$ cat src/rtl/bpsk_dec_pkg.sv
package bpsk_dec_pkg;

  // Strobes from the timing control to the byte datapath, one cycle wide.
  typedef struct packed {
    logic bitValid;   // a bit window closed
    logic bitVal;     // decoded value of that window
    logic clearAsm;   // discard the partially assembled byte
  } bitStrobe_t;

  typedef enum logic {
    MODE_SEARCH = 1'b0,
    MODE_TRACK  = 1'b1
  } trackMode_t;

endpackage

$ cat src/rtl/bpsk_edge_ctrl.sv
module bpsk_edge_ctrl
  import bpsk_dec_pkg::*;
#(
  parameter int HALF_CLKS    = 1562,
  parameter int BIT_CYCLES   = 8,
  parameter int LOCK_EDGES   = 16,
  parameter int LOSS_PERIODS = 4
) (
  input  logic       clk,
  input  logic       rst,
  input  logic       rxLine,
  output bitStrobe_t strobe,
  output logic       locked,
  output logic       carrierLoss
);

  localparam int LOSS_LIM = 2 * LOSS_PERIODS * HALF_CLKS;
  localparam int CNT_W    = $clog2(LOSS_LIM + 2);
  localparam int TOL      = HALF_CLKS / 4;
  localparam int REV_MIN  = (3 * HALF_CLKS) / 2;
  localparam int SLOTS    = 2 * BIT_CYCLES;
  localparam int SLOT_W   = $clog2(SLOTS + 2);
  localparam int QUAL_W   = $clog2(LOCK_EDGES + 1);

  localparam logic [CNT_W-1:0]  WIN_LO_C  = CNT_W'(HALF_CLKS - TOL);
  localparam logic [CNT_W-1:0]  WIN_HI_C  = CNT_W'(HALF_CLKS + TOL);
  localparam logic [CNT_W-1:0]  REV_MIN_C = CNT_W'(REV_MIN);
  localparam logic [CNT_W-1:0]  LOSS_C    = CNT_W'(LOSS_LIM);
  localparam logic [SLOT_W-1:0] SLOTS_C   = SLOT_W'(SLOTS);
  localparam logic [QUAL_W-1:0] QUAL_TOP  = QUAL_W'(LOCK_EDGES - 1);

  // Two-flop synchroniser plus one history flop for edge detection.
  logic [2:0] syncQ;
  logic       edgeDet;

  always_ff @(posedge clk) begin
    if (rst) syncQ <= '0;
    else     syncQ <= {syncQ[1:0], rxLine};
  end

  assign edgeDet = syncQ[1] ^ syncQ[2];

  // Clocks since the last transition, saturating.
  logic [CNT_W-1:0] intervalCnt;

  always_ff @(posedge clk) begin
    if (rst)                  intervalCnt <= '0;
    else if (edgeDet)         intervalCnt <= CNT_W'(1);
    else if (~&intervalCnt)   intervalCnt <= intervalCnt + CNT_W'(1);
  end

  logic inWindow, isRev, silent;
  assign inWindow = (intervalCnt >= WIN_LO_C) && (intervalCnt <= WIN_HI_C);
  assign isRev    = intervalCnt > REV_MIN_C;
  assign silent   = intervalCnt >= LOSS_C;

  trackMode_t        mode;
  logic [QUAL_W-1:0] qualCnt;
  logic [SLOT_W-1:0] slotCnt, slotNext;
  logic              revSeen;
  bitStrobe_t        strobeQ;

  assign slotNext = slotCnt + (isRev ? SLOT_W'(2) : SLOT_W'(1));

  always_ff @(posedge clk) begin
    if (rst) begin
      mode        <= MODE_SEARCH;
      carrierLoss <= 1'b0;
      qualCnt     <= '0;
      slotCnt     <= '0;
      revSeen     <= 1'b0;
      strobeQ     <= '0;
    end else begin
      strobeQ <= '0;
      if (mode == MODE_SEARCH) begin
        if (edgeDet) begin
          if (inWindow) begin
            if (qualCnt == QUAL_TOP) begin
              mode             <= MODE_TRACK;
              carrierLoss      <= 1'b0;
              qualCnt          <= '0;
              slotCnt          <= '0;
              revSeen          <= 1'b0;
              strobeQ.clearAsm <= 1'b1;
            end else begin
              qualCnt <= qualCnt + QUAL_W'(1);
            end
          end else begin
            qualCnt <= '0;
          end
        end
      end else if (edgeDet) begin
        if (slotNext >= SLOTS_C) begin
          strobeQ.bitValid <= 1'b1;
          strobeQ.bitVal   <= revSeen | isRev;
          slotCnt          <= '0;
          revSeen          <= 1'b0;
        end else begin
          slotCnt <= slotNext;
          revSeen <= revSeen | isRev;
        end
      end else if (silent) begin
        mode             <= MODE_SEARCH;
        carrierLoss      <= 1'b1;
        strobeQ.clearAsm <= 1'b1;
      end
    end
  end

  assign strobe = strobeQ;
  assign locked = (mode == MODE_TRACK);

  // Lock can only be gained on a qualified transition.
  assert_lock_on_edge_R2: assert property (@(posedge clk) disable iff (rst)
    $rose(locked) |-> $past(edgeDet));

  // Loss of carrier follows a full silence window.
  assert_loss_after_silence_R4: assert property (@(posedge clk) disable iff (rst)
    $rose(carrierLoss) |-> $past(intervalCnt) >= LOSS_C);

  assert_loss_unlocked_R4: assert property (@(posedge clk) disable iff (rst)
    carrierLoss |-> !locked);

  // A bit is only emitted for a transition seen while tracking.
  assert_bit_from_edge_R3: assert property (@(posedge clk) disable iff (rst)
    strobeQ.bitValid |-> ($past(edgeDet) && $past(locked)));

endmodule

$ cat src/rtl/bpsk_cmd_fifo.sv
module bpsk_cmd_fifo #(
  parameter int DEPTH = 4,
  parameter int WIDTH = 8
) (
  input  logic             clk,
  input  logic             rst,
  input  logic             wrEn,
  input  logic [WIDTH-1:0] wrData,
  input  logic             rdEn,
  output logic [WIDTH-1:0] rdData,
  output logic             empty,
  output logic             full,
  output logic             dropped
);

  localparam int AW = (DEPTH > 1) ? $clog2(DEPTH) : 1;
  localparam int CW = $clog2(DEPTH + 1);
  localparam logic [AW-1:0] LAST_C  = AW'(DEPTH - 1);
  localparam logic [CW-1:0] DEPTH_C = CW'(DEPTH);

  logic [WIDTH-1:0] mem [DEPTH];
  logic [AW-1:0]    wrPtr, rdPtr;
  logic [CW-1:0]    count;
  logic             doWrite, doRead;

  assign empty   = (count == '0);
  assign full    = (count == DEPTH_C);
  assign doWrite = wrEn && !full;
  assign doRead  = rdEn && !empty;
  assign dropped = wrEn && full;
  assign rdData  = mem[rdPtr];

  always_ff @(posedge clk) begin
    if (doWrite) mem[wrPtr] <= wrData;
  end

  always_ff @(posedge clk) begin
    if (rst) begin
      wrPtr <= '0;
      rdPtr <= '0;
      count <= '0;
    end else begin
      if (doWrite) wrPtr <= (wrPtr == LAST_C) ? '0 : wrPtr + AW'(1);
      if (doRead)  rdPtr <= (rdPtr == LAST_C) ? '0 : rdPtr + AW'(1);
      unique case ({doWrite, doRead})
        2'b10:   count <= count + CW'(1);
        2'b01:   count <= count - CW'(1);
        default: count <= count;
      endcase
    end
  end

  assert_flags_exclusive_R6: assert property (@(posedge clk) disable iff (rst)
    !(empty && full));

  // A read on an empty FIFO with no write leaves it empty.
  assert_empty_read_ignored_R8: assert property (@(posedge clk) disable iff (rst)
    (empty && rdEn && !wrEn) |=> empty);

  // A dropped write with no read keeps the FIFO full.
  assert_drop_keeps_full_R7: assert property (@(posedge clk) disable iff (rst)
    (dropped && !rdEn) |=> full);

endmodule

$ cat src/rtl/bpsk_byte_path.sv
module bpsk_byte_path
  import bpsk_dec_pkg::*;
#(
  parameter int FIFO_DEPTH = 4
) (
  input  logic       clk,
  input  logic       rst,
  input  bitStrobe_t strobe,
  input  logic       rdEn,
  input  logic       ovfClr,
  output logic [7:0] rdData,
  output logic       empty,
  output logic       full,
  output logic       overflow
);

  logic [6:0] shiftQ;
  logic [2:0] bitCnt;
  logic       pushReq, dropped;
  logic [7:0] pushByte;

  assign pushReq  = strobe.bitValid && !strobe.clearAsm && (bitCnt == 3'd7);
  assign pushByte = {shiftQ, strobe.bitVal};

  always_ff @(posedge clk) begin
    if (rst || strobe.clearAsm) begin
      shiftQ <= '0;
      bitCnt <= '0;
    end else if (strobe.bitValid) begin
      shiftQ <= {shiftQ[5:0], strobe.bitVal};
      bitCnt <= bitCnt + 3'd1;
    end
  end

  bpsk_cmd_fifo #(
    .DEPTH (FIFO_DEPTH),
    .WIDTH (8)
  ) fifo_i (
    .clk     (clk),
    .rst     (rst),
    .wrEn    (pushReq),
    .wrData  (pushByte),
    .rdEn    (rdEn),
    .rdData  (rdData),
    .empty   (empty),
    .full    (full),
    .dropped (dropped)
  );

  always_ff @(posedge clk) begin
    if (rst)          overflow <= 1'b0;
    else if (dropped) overflow <= 1'b1;
    else if (ovfClr)  overflow <= 1'b0;
  end

  assert_ovf_from_full_R7: assert property (@(posedge clk) disable iff (rst)
    $rose(overflow) |-> $past(full));

  assert_ovf_sticky_R7: assert property (@(posedge clk) disable iff (rst)
    (overflow && !ovfClr) |=> overflow);

  // Bytes are completed only on a bit strobe.
  assert_push_on_bit_R5: assert property (@(posedge clk) disable iff (rst)
    $fell(empty) |-> $past(strobe.bitValid));

endmodule

$ cat src/rtl/bpsk_cmd_decoder.sv
module bpsk_cmd_decoder
  import bpsk_dec_pkg::*;
#(
  parameter int HALF_CLKS    = 1562,
  parameter int BIT_CYCLES   = 8,
  parameter int LOCK_EDGES   = 16,
  parameter int LOSS_PERIODS = 4,
  parameter int FIFO_DEPTH   = 4
) (
  input  logic       clk,
  input  logic       rst,
  input  logic       rxLine,
  input  logic       rdEn,
  input  logic       ovfClr,
  output logic [7:0] rdData,
  output logic       fifoEmpty,
  output logic       fifoFull,
  output logic       carrierLock,
  output logic       carrierLoss,
  output logic       overflow
);

  bitStrobe_t strobe;

  bpsk_edge_ctrl #(
    .HALF_CLKS    (HALF_CLKS),
    .BIT_CYCLES   (BIT_CYCLES),
    .LOCK_EDGES   (LOCK_EDGES),
    .LOSS_PERIODS (LOSS_PERIODS)
  ) ctrl_i (
    .clk         (clk),
    .rst         (rst),
    .rxLine      (rxLine),
    .strobe      (strobe),
    .locked      (carrierLock),
    .carrierLoss (carrierLoss)
  );

  bpsk_byte_path #(
    .FIFO_DEPTH (FIFO_DEPTH)
  ) path_i (
    .clk      (clk),
    .rst      (rst),
    .strobe   (strobe),
    .rdEn     (rdEn),
    .ovfClr   (ovfClr),
    .rdData   (rdData),
    .empty    (fifoEmpty),
    .full     (fifoFull),
    .overflow (overflow)
  );

endmodule

$ cat config.mk
export PLATFORM = sky130hd
export DESIGN_NAME = bpsk_cmd_decoder
export DESIGN_NICKNAME = d
export VERILOG_FILES = /design/src/rtl/bpsk_dec_pkg.sv /design/src/rtl/bpsk_edge_ctrl.sv /design/src/rtl/bpsk_cmd_fifo.sv /design/src/rtl/bpsk_byte_path.sv /design/src/rtl/bpsk_cmd_decoder.sv
export SDC_FILE = /design/constraint.sdc
export NUM_CORES = 1
export LEC_CHECK = 0
export ABC_AREA = 1
export BUFFER_PORTS_ARGS = -buffer_cell sky130_fd_sc_hd__buf_2
export CORE_ASPECT_RATIO = 0.8
export CORE_MARGIN = 2
export CORE_UTILIZATION = 35
export CTS_BUF_LIST = sky130_fd_sc_hd__clkbuf_8
export DETAILED_ROUTE_END_ITERATION = 16
export GPL_TIMING_DRIVEN = 0
export SLEW_MARGIN = 20
export SYNTH_ARGS = -nofsm -noshare
export SYNTH_HDL_FRONTEND = slang
export SYNTH_SLANG_ARGS = --single-unit
export TNS_END_PERCENT = 50
$ cat constraint.sdc
create_clock -name clk -period 2.3 [get_ports clk]
set_input_delay 0.345 -clock clk [delete_from_list [all_inputs] [get_ports clk]]
set_output_delay 0.345 -clock clk [all_outputs]
set_load 0.01 [all_outputs]
* After elaboration in Yosys (flattened, before gate mapping)
Memories as Yosys holds them, arrays and structs flattened. A register that Yosys moved wholly into a read port is not among the register bits.
Index checks and enable logic that the tools add are counted.
** Operators by class
- Mux-type cells :: 39
- Bitwise operators :: 5
- Add/sub/neg operators :: 8
- Equal/unequal tests :: 9
- Reduce and logical (&&, ||, !) cells :: 24
- Magnitude comparators :: 5
** Operators by type and width (number)
- 2-to-1 mux 5 bit :: 8
- 2-to-1 mux 1 bit :: 24
- adder 14 x 1 -> 14 bit (second input constant) :: 1
- greater-or-equal comparator 14 x 11 -> 1 bit (second input constant) :: 1
- greater-or-equal comparator 14 bit (second input constant) :: 1
- greater-than comparator 14 x 12 -> 1 bit (second input constant) :: 1
- <= comparator 14 x 11 -> 1 bit (second input constant) :: 1
- AND reduction 14 bit :: 1
- 2-to-1 mux 2 bit :: 6
- nonzero test 2 bit :: 6
- adder 3 x 1 -> 3 bit (second input constant) :: 2
- equality test 2 bit (second input constant) :: 3
- equality test 3 bit (second input constant) :: 2
- logical AND 1 bit :: 6
- one-hot mux 3 bit (2 select lines) :: 1
- adder 5 x 1 -> 5 bit (second input constant) :: 1
- adder 5 bit :: 1
- equality test 5 x 4 -> 1 bit (second input constant) :: 1
- greater-or-equal comparator 5 bit (second input constant) :: 1
- AND reduction 5 bit :: 1
- adder 2 x 1 -> 2 bit (second input constant) :: 2
- OR reduction 4 bit :: 1
- zero test 1 bit :: 3
- zero test 3 bit :: 1
- other kinds (12) :: 14
** Storage, ports and cells
- Register bits :: 51
- RAM bits :: 32
- Logic and storage cells :: 108
- Memories :: 1
- Input port bits :: 5
** Memory list
- path_i.fifo_i.mem :: words 4, bits a word 8, rd ports 1, clocked after Yosys merged registers in 1, write ports 1, line bpsk_cmd_fifo.sv:21 : logic [WIDTH-1:0] mem [DEPTH];

* Depth between registers and ports, before layout
- Word-level depth :: 7
- Depth in mapped cells :: 14
- Gate-level depth less buffers :: 14

* Cells and area by module
Synthesis repeated with hierarchy kept, for this count alone.
** Second synthesis, totals
- Cell total of the unflattened synthesis :: 483
- Area, all modules :: 3985.1 um^2
** By module, submodules not included
- bpsk_edge_ctrl :: sequential area each 660.6 um^2, area each 1798.0 um^2, cells each 262, instances 1
- bpsk_cmd_fifo :: sequential area each 1141.1 um^2, area each 1707.9 um^2, cells each 150, instances 1
- bpsk_byte_path :: sequential area each 220.2 um^2, area each 479.2 um^2, cells each 71, instances 1

* Least setup slack after synthesis
No wires, ideal clock.
- Kind :: register -> register
- Start point :: register path_i.fifo_i.count[0]
- End point :: register path_i.fifo_i.count[2]
- Arrival time :: 2001 ps
- Stages on the path, launching flop included :: 11
- Slack :: 177 ps
- Required time :: 2178 ps
- Library setup time :: 122 ps
- Period minus slack after synthesis :: 2123 ps
- Buffers on the path :: 0
- Cell sequence :: dfxtp_1 -> nor3_1 -> inv_1 -> nand2_1 -> ha_1 -> inv_1 -> fa_1 -> a21oi_1 -> o21ai_0 -> o21ai_0 -> a21oi_1
** Between the ends
- Longest elaborated chain between the ends :: 5
- Elaborated cells between the ends (all ways) :: 12
- Those cells by class :: 2 x add/sub; 3 x eq/ne; 1 x mux; 6 x reduce/logical
** RTL lines
- start: declaration :: line bpsk_cmd_fifo.sv:23 : logic [CW-1:0] count;
- start signal: assignment :: line bpsk_cmd_fifo.sv:46 : 2'b10: count <= count + CW'(1);
- start signal: assignment :: line bpsk_cmd_fifo.sv:47 : 2'b01: count <= count - CW'(1);
- start signal: assignment :: line bpsk_cmd_fifo.sv:48 : default: count <= count;
- equality test 3 bit * :: line bpsk_cmd_fifo.sv:27 : assign full = (count == DEPTH_C);
- net fifoFull :: line bpsk_cmd_decoder.sv:17 : output logic fifoFull,
- zero test 1 bit * :: line bpsk_cmd_fifo.sv:28 : assign doWrite = wrEn && !full;
- logical AND 1 bit * :: line bpsk_cmd_fifo.sv:28
- equality test 2 x 1 -> 1 bit / equality test 2 bit (equally long branches) :: line bpsk_cmd_fifo.sv:45 : unique case ({doWrite, doRead})
- one-hot mux 3 bit (2 select lines) / nonzero test 2 bit (equally long branches)
Mark *: on every way through the listed nets, which the timed path passes. The rest lies on a longest branch.
A chain may end at the register's enable or synchronous reset.

* Worst setup path after layout
- Start point :: register path_i.bitCnt[0]
- End point :: memory path_i.fifo_i.mem[1][1] (enable)
** Between the ends
- Longest elaborated chain between the ends :: 5
** RTL lines
- start: declaration :: line bpsk_byte_path.sv:18 : logic [2:0] bitCnt;
- start signal: assignment :: line bpsk_byte_path.sv:31 : bitCnt <= bitCnt + 3'd1;
- equality test 3 bit :: line bpsk_byte_path.sv:22 : assign pushReq = strobe.bitValid && !strobe.clearAsm && (bitCnt == 3'd7);
- logical AND 1 bit :: line bpsk_byte_path.sv:22
- logical AND 1 bit :: line bpsk_cmd_fifo.sv:28
- 2-to-1 mux 1 bit :: line bpsk_cmd_fifo.sv:34 : if (doWrite) mem[wrPtr] <= wrData;
- 2-to-1 mux 1 bit (implied by the code) :: line bpsk_cmd_fifo.sv:34
- end: declaration :: line bpsk_cmd_fifo.sv:21
No other way between the ends.

==> flow_summary.json <==
{
  "ys_ff_latch": 85,
  "cts_buffer_depth": 2,
  "synth_area_leader_cell": "dfxtp_1",
  "async_flop_share_pct": 0,
  "final_cells": 632,
  "drt_pass1_iterations": 4,
  "drt_iter0_drc": 114,
  "period_share_pct": 94.4,
  "clkTransAtPathRegs_ns": 0.10,
  "path_buf_inv": 1,
  "crit_type": "reg -> reg",
  "path_max_fanout": 8,
  "synthesis.area_um2": 3870,
  "ant_nets": 0,
  "slowest_delay_ns": 0.57,
  "fin_nets": 505,
  "yosysWarnings": 0,
  "ios": 18,
  "synth_area_leaders": "dfxtp_1 (27%), edfxtp_1 (25%), nand2_1 (7.8%), nor2_1 (6.1%), inv_1 (5.7%)",
  "root_buffer": "clkbuf_8",
  "route.detailed.drc": 0,
  "cts_buffers": 9,
  "gp_congestion": 0.868,
  "syn_nets": 475,
  "clock_latency_ns": 0.37,
  "antenna_found_initial": 0,
  "start_util_pct": 35.7,
  "placed_cells": 614,
  "worstMarginPinSlew_ns": 0.745,
  "cpLargestDelayFamily": "simple AND/OR/NAND/NOR gates",
  "core_area_um2": 10800,
  "crit_chain": "ha_1 -> ha_1 -> nand2_1 -> nor2_1 -> nand2_2 -> buf_12 -> nor2_1",
  "vias": 3051,
  "grt_max_degree": 19,
  "antenna_cells": 0,
  "slew_headroom_pct": 50.2,
  "post_drt_wl_per_cell_um": 12.5,
  "synth_top_area_share_pct": 27.4,
  "start_kind": "flop",
  "leakage_uw": 0.00181,
  "dieHeight_um": 98.1,
  "clkSinkCount": 85,
  "min_period_ns": 2.17,
  "htree_levels": 3,
  "clock-skew-final_ns": 0.0222,
  "ys.flop_type": "dfxtp_1",
  "power_density_nw_per_um2": 657,
  "worstPathRequired_ns": 2.30,
  "routed_wl_mm": 7.89,
  "cts_tree": "built",
  "hp-class": "in -> reg",
  "setup_violations": 0,
  "utilization_pct": 40.8,
  "fill_cells": 1085,
  "grt_pass1_wl_mm": 13.2,
  "grtUsageTotal_pct": 13.8,
  "critPathSlowestCell": "nor2_1",
  "finalHoldViolations": 0,
  "ys_types": 39,
  "fmax_ghz": 0.461,
  "dp_hpwl_mm": 5.49,
  "holdBufCountCts": 0,
  "seq_area_frac_synth_pct": 52.2,
  "max_cap_violations": 0,
  "syn_inst": 453,
  "grt-ovfl-total": 0,
  "viasPerCell": 4.83,
  "dieArea_um2": 11900,
  "ir_worst_vdd_uv": 283,
  "area_growth_pct": 14.2,
  "drive_above_1_share_pct": 15.2,
  "cp-end-kind": "flop",
  "worstPathArrival_ns": 2.17,
  "status": "finished, final reports clean",
  "grt_pass1_vias": 2815,
  "syn_avg_cell_area_um2": 8.55,
  "synth_edf_count": 32,
  "rows": 34,
  "die_x_um": 122,
  "drv_slew": 0,
  "numPortBuffers": 17
}
[registers in the layout (all words and copies together) (netlist names), named ones only]
register             cells
path_i.fifo_i.mem       32
ctrl_i.intervalCnt      14
path_i.shiftQ            7
ctrl_i.qualCnt           5
ctrl_i.slotCnt           5
ctrl_i.strobe            3
ctrl_i.syncQ             3
path_i.bitCnt            3
path_i.fifo_i.count      3
path_i.fifo_i.rdPtr      2
path_i.fifo_i.wrPtr      2
ctrl_i.carrierLoss       1
ctrl_i.locked            1
ctrl_i.revSeen           1
path_i.overflow          1
[cells in the mapped netlist, types with 4 or more instances]
cell,number
o22ai_1,8
a21oi_1,28
dfxtp_1,53
clkbuf_1,5
nand4_1,5
o21ai_0,27
edfxtp_1,32
ha_1,15
inv_1,59
nand3_1,27
nor3_1,4
nand2_1,81
a31oi_1,7
inv_2,6
nor2_1,63
[placed cells by master, fill, tap and decap left out, drive strengths merged]
master | synthesis | routed
a22oi | 1 | 1
a21oi | 29 | 29
o21a | 1 | 1
o211a | 1 | 1
xor2 | 3 | 3
o211ai | 2 | 2
nand3 | 28 | 28
a31oi | 7 | 7
nand4 | 6 | 6
inv | 65 | 68
clkbuf | 5 | 14
nor2 | 65 | 65
xnor2 | 3 | 3
clkinv | 3 | 6
nand2 | 83 | 83
o22ai | 8 | 8
ha | 15 | 15
nand3b | 2 | 2
buf | 0 | 19
edfxtp | 32 | 32
a211oi | 1 | 1
o21ai | 29 | 29
fa | 2 | 2
nor3 | 6 | 6
nor4 | 1 | 1
or2 | 2 | 2
clkinvlp | 0 | 1
dfxtp | 53 | 53
[kinds of logic (layout without fill, tap and decap cells)]
logic type	Yosys count	in the layout	synth area share, %
buffers and inverters	73	108	7.11
DFF	85	85	52.2
AOI/OAI and AO/OA	79	79	11.2
xor gates and xnor gates	6	6	1.36
and+or+nand+nor	193	193	22.2
adders and majority gates	17	17	5.88
[power breakdown]
group | switching [uW] | internal, uW | leakage, uW
Combinational | 160 | 89.1 | 0.000988
Sequential | 35.3 | 1570 | 0.000721
Clock | 623 | 428 | 0.0000981
Total | 819 | 2090 | 0.00181
[cell type report]
type	count	area, um2	share of cell area (%)
sequential	85	2040	46.1
multi-input combinational	295	1620	36.5
inverter	68	256	5.80
tap	144	180	4.07
clock buffer	9	124	2.80
timing repair buffer	19	113	2.55
clock inverter	7	75.1	1.70
buffer	5	21.3	0.481
[worst paths after layout]
kind | start | end | slack, ns | cells past startpoint
max | path_i.bitCnt[0] | path_i.fifo_i.mem[1][1] | 0.13 | 7
min | rxLine | ctrl_i.syncQ[0] | 0.18 | 3
max reg2reg | path_i.bitCnt[0] | path_i.fifo_i.mem[1][1] | 0.13 | 7
min reg2reg | ctrl_i.syncQ[0] | ctrl_i.syncQ[1] | 0.41 | 2
[worst register-to-register path, cell delays in order (launching register included)]
cell and delay [ns]:
dfxtp_1 0.37, ha_1 0.17, ha_1 0.15, nand2_1 0.05
nor2_1 0.22, nand2_2 0.12, buf_12 0.16, nor2_1 0.57
[per-stage QoR]
step                cell area [um2]  hold WS [ns]  power [uW]  setup slack, ns  TNS, ns
global placement               4140         0.390        1880           -0.107   -0.563
floorplan                      3870         0.388        1790            0.177        0
global route                   4420         0.185        3030         -0.00694  -0.0274
detailed placement             4140         0.395        1890           -0.117   -0.600
CTS                            4370         0.171        2930           0.0259        0
finish                         4420         0.181        2910            0.130        0
[per-layer routing]
layer | track usage [%] | share of wire, % | up-vias
met5 | 0 | 0 | -
met4 | 5.22 | 1.4 | 0
met3 | 2.63 | 3.4 | 10
met2 | 21.8 | 45 | 49
met1 | 18.8 | 50 | 1430
li1 | - | - | 1562
[what timing repair did]
item	4_1_cts	5_1_grt
resized for setup	9	18
buffers inserted	1	1
endpoints found under the setup margin	11	19
pin swaps	0	2
(Power assumes the default switching activity.)
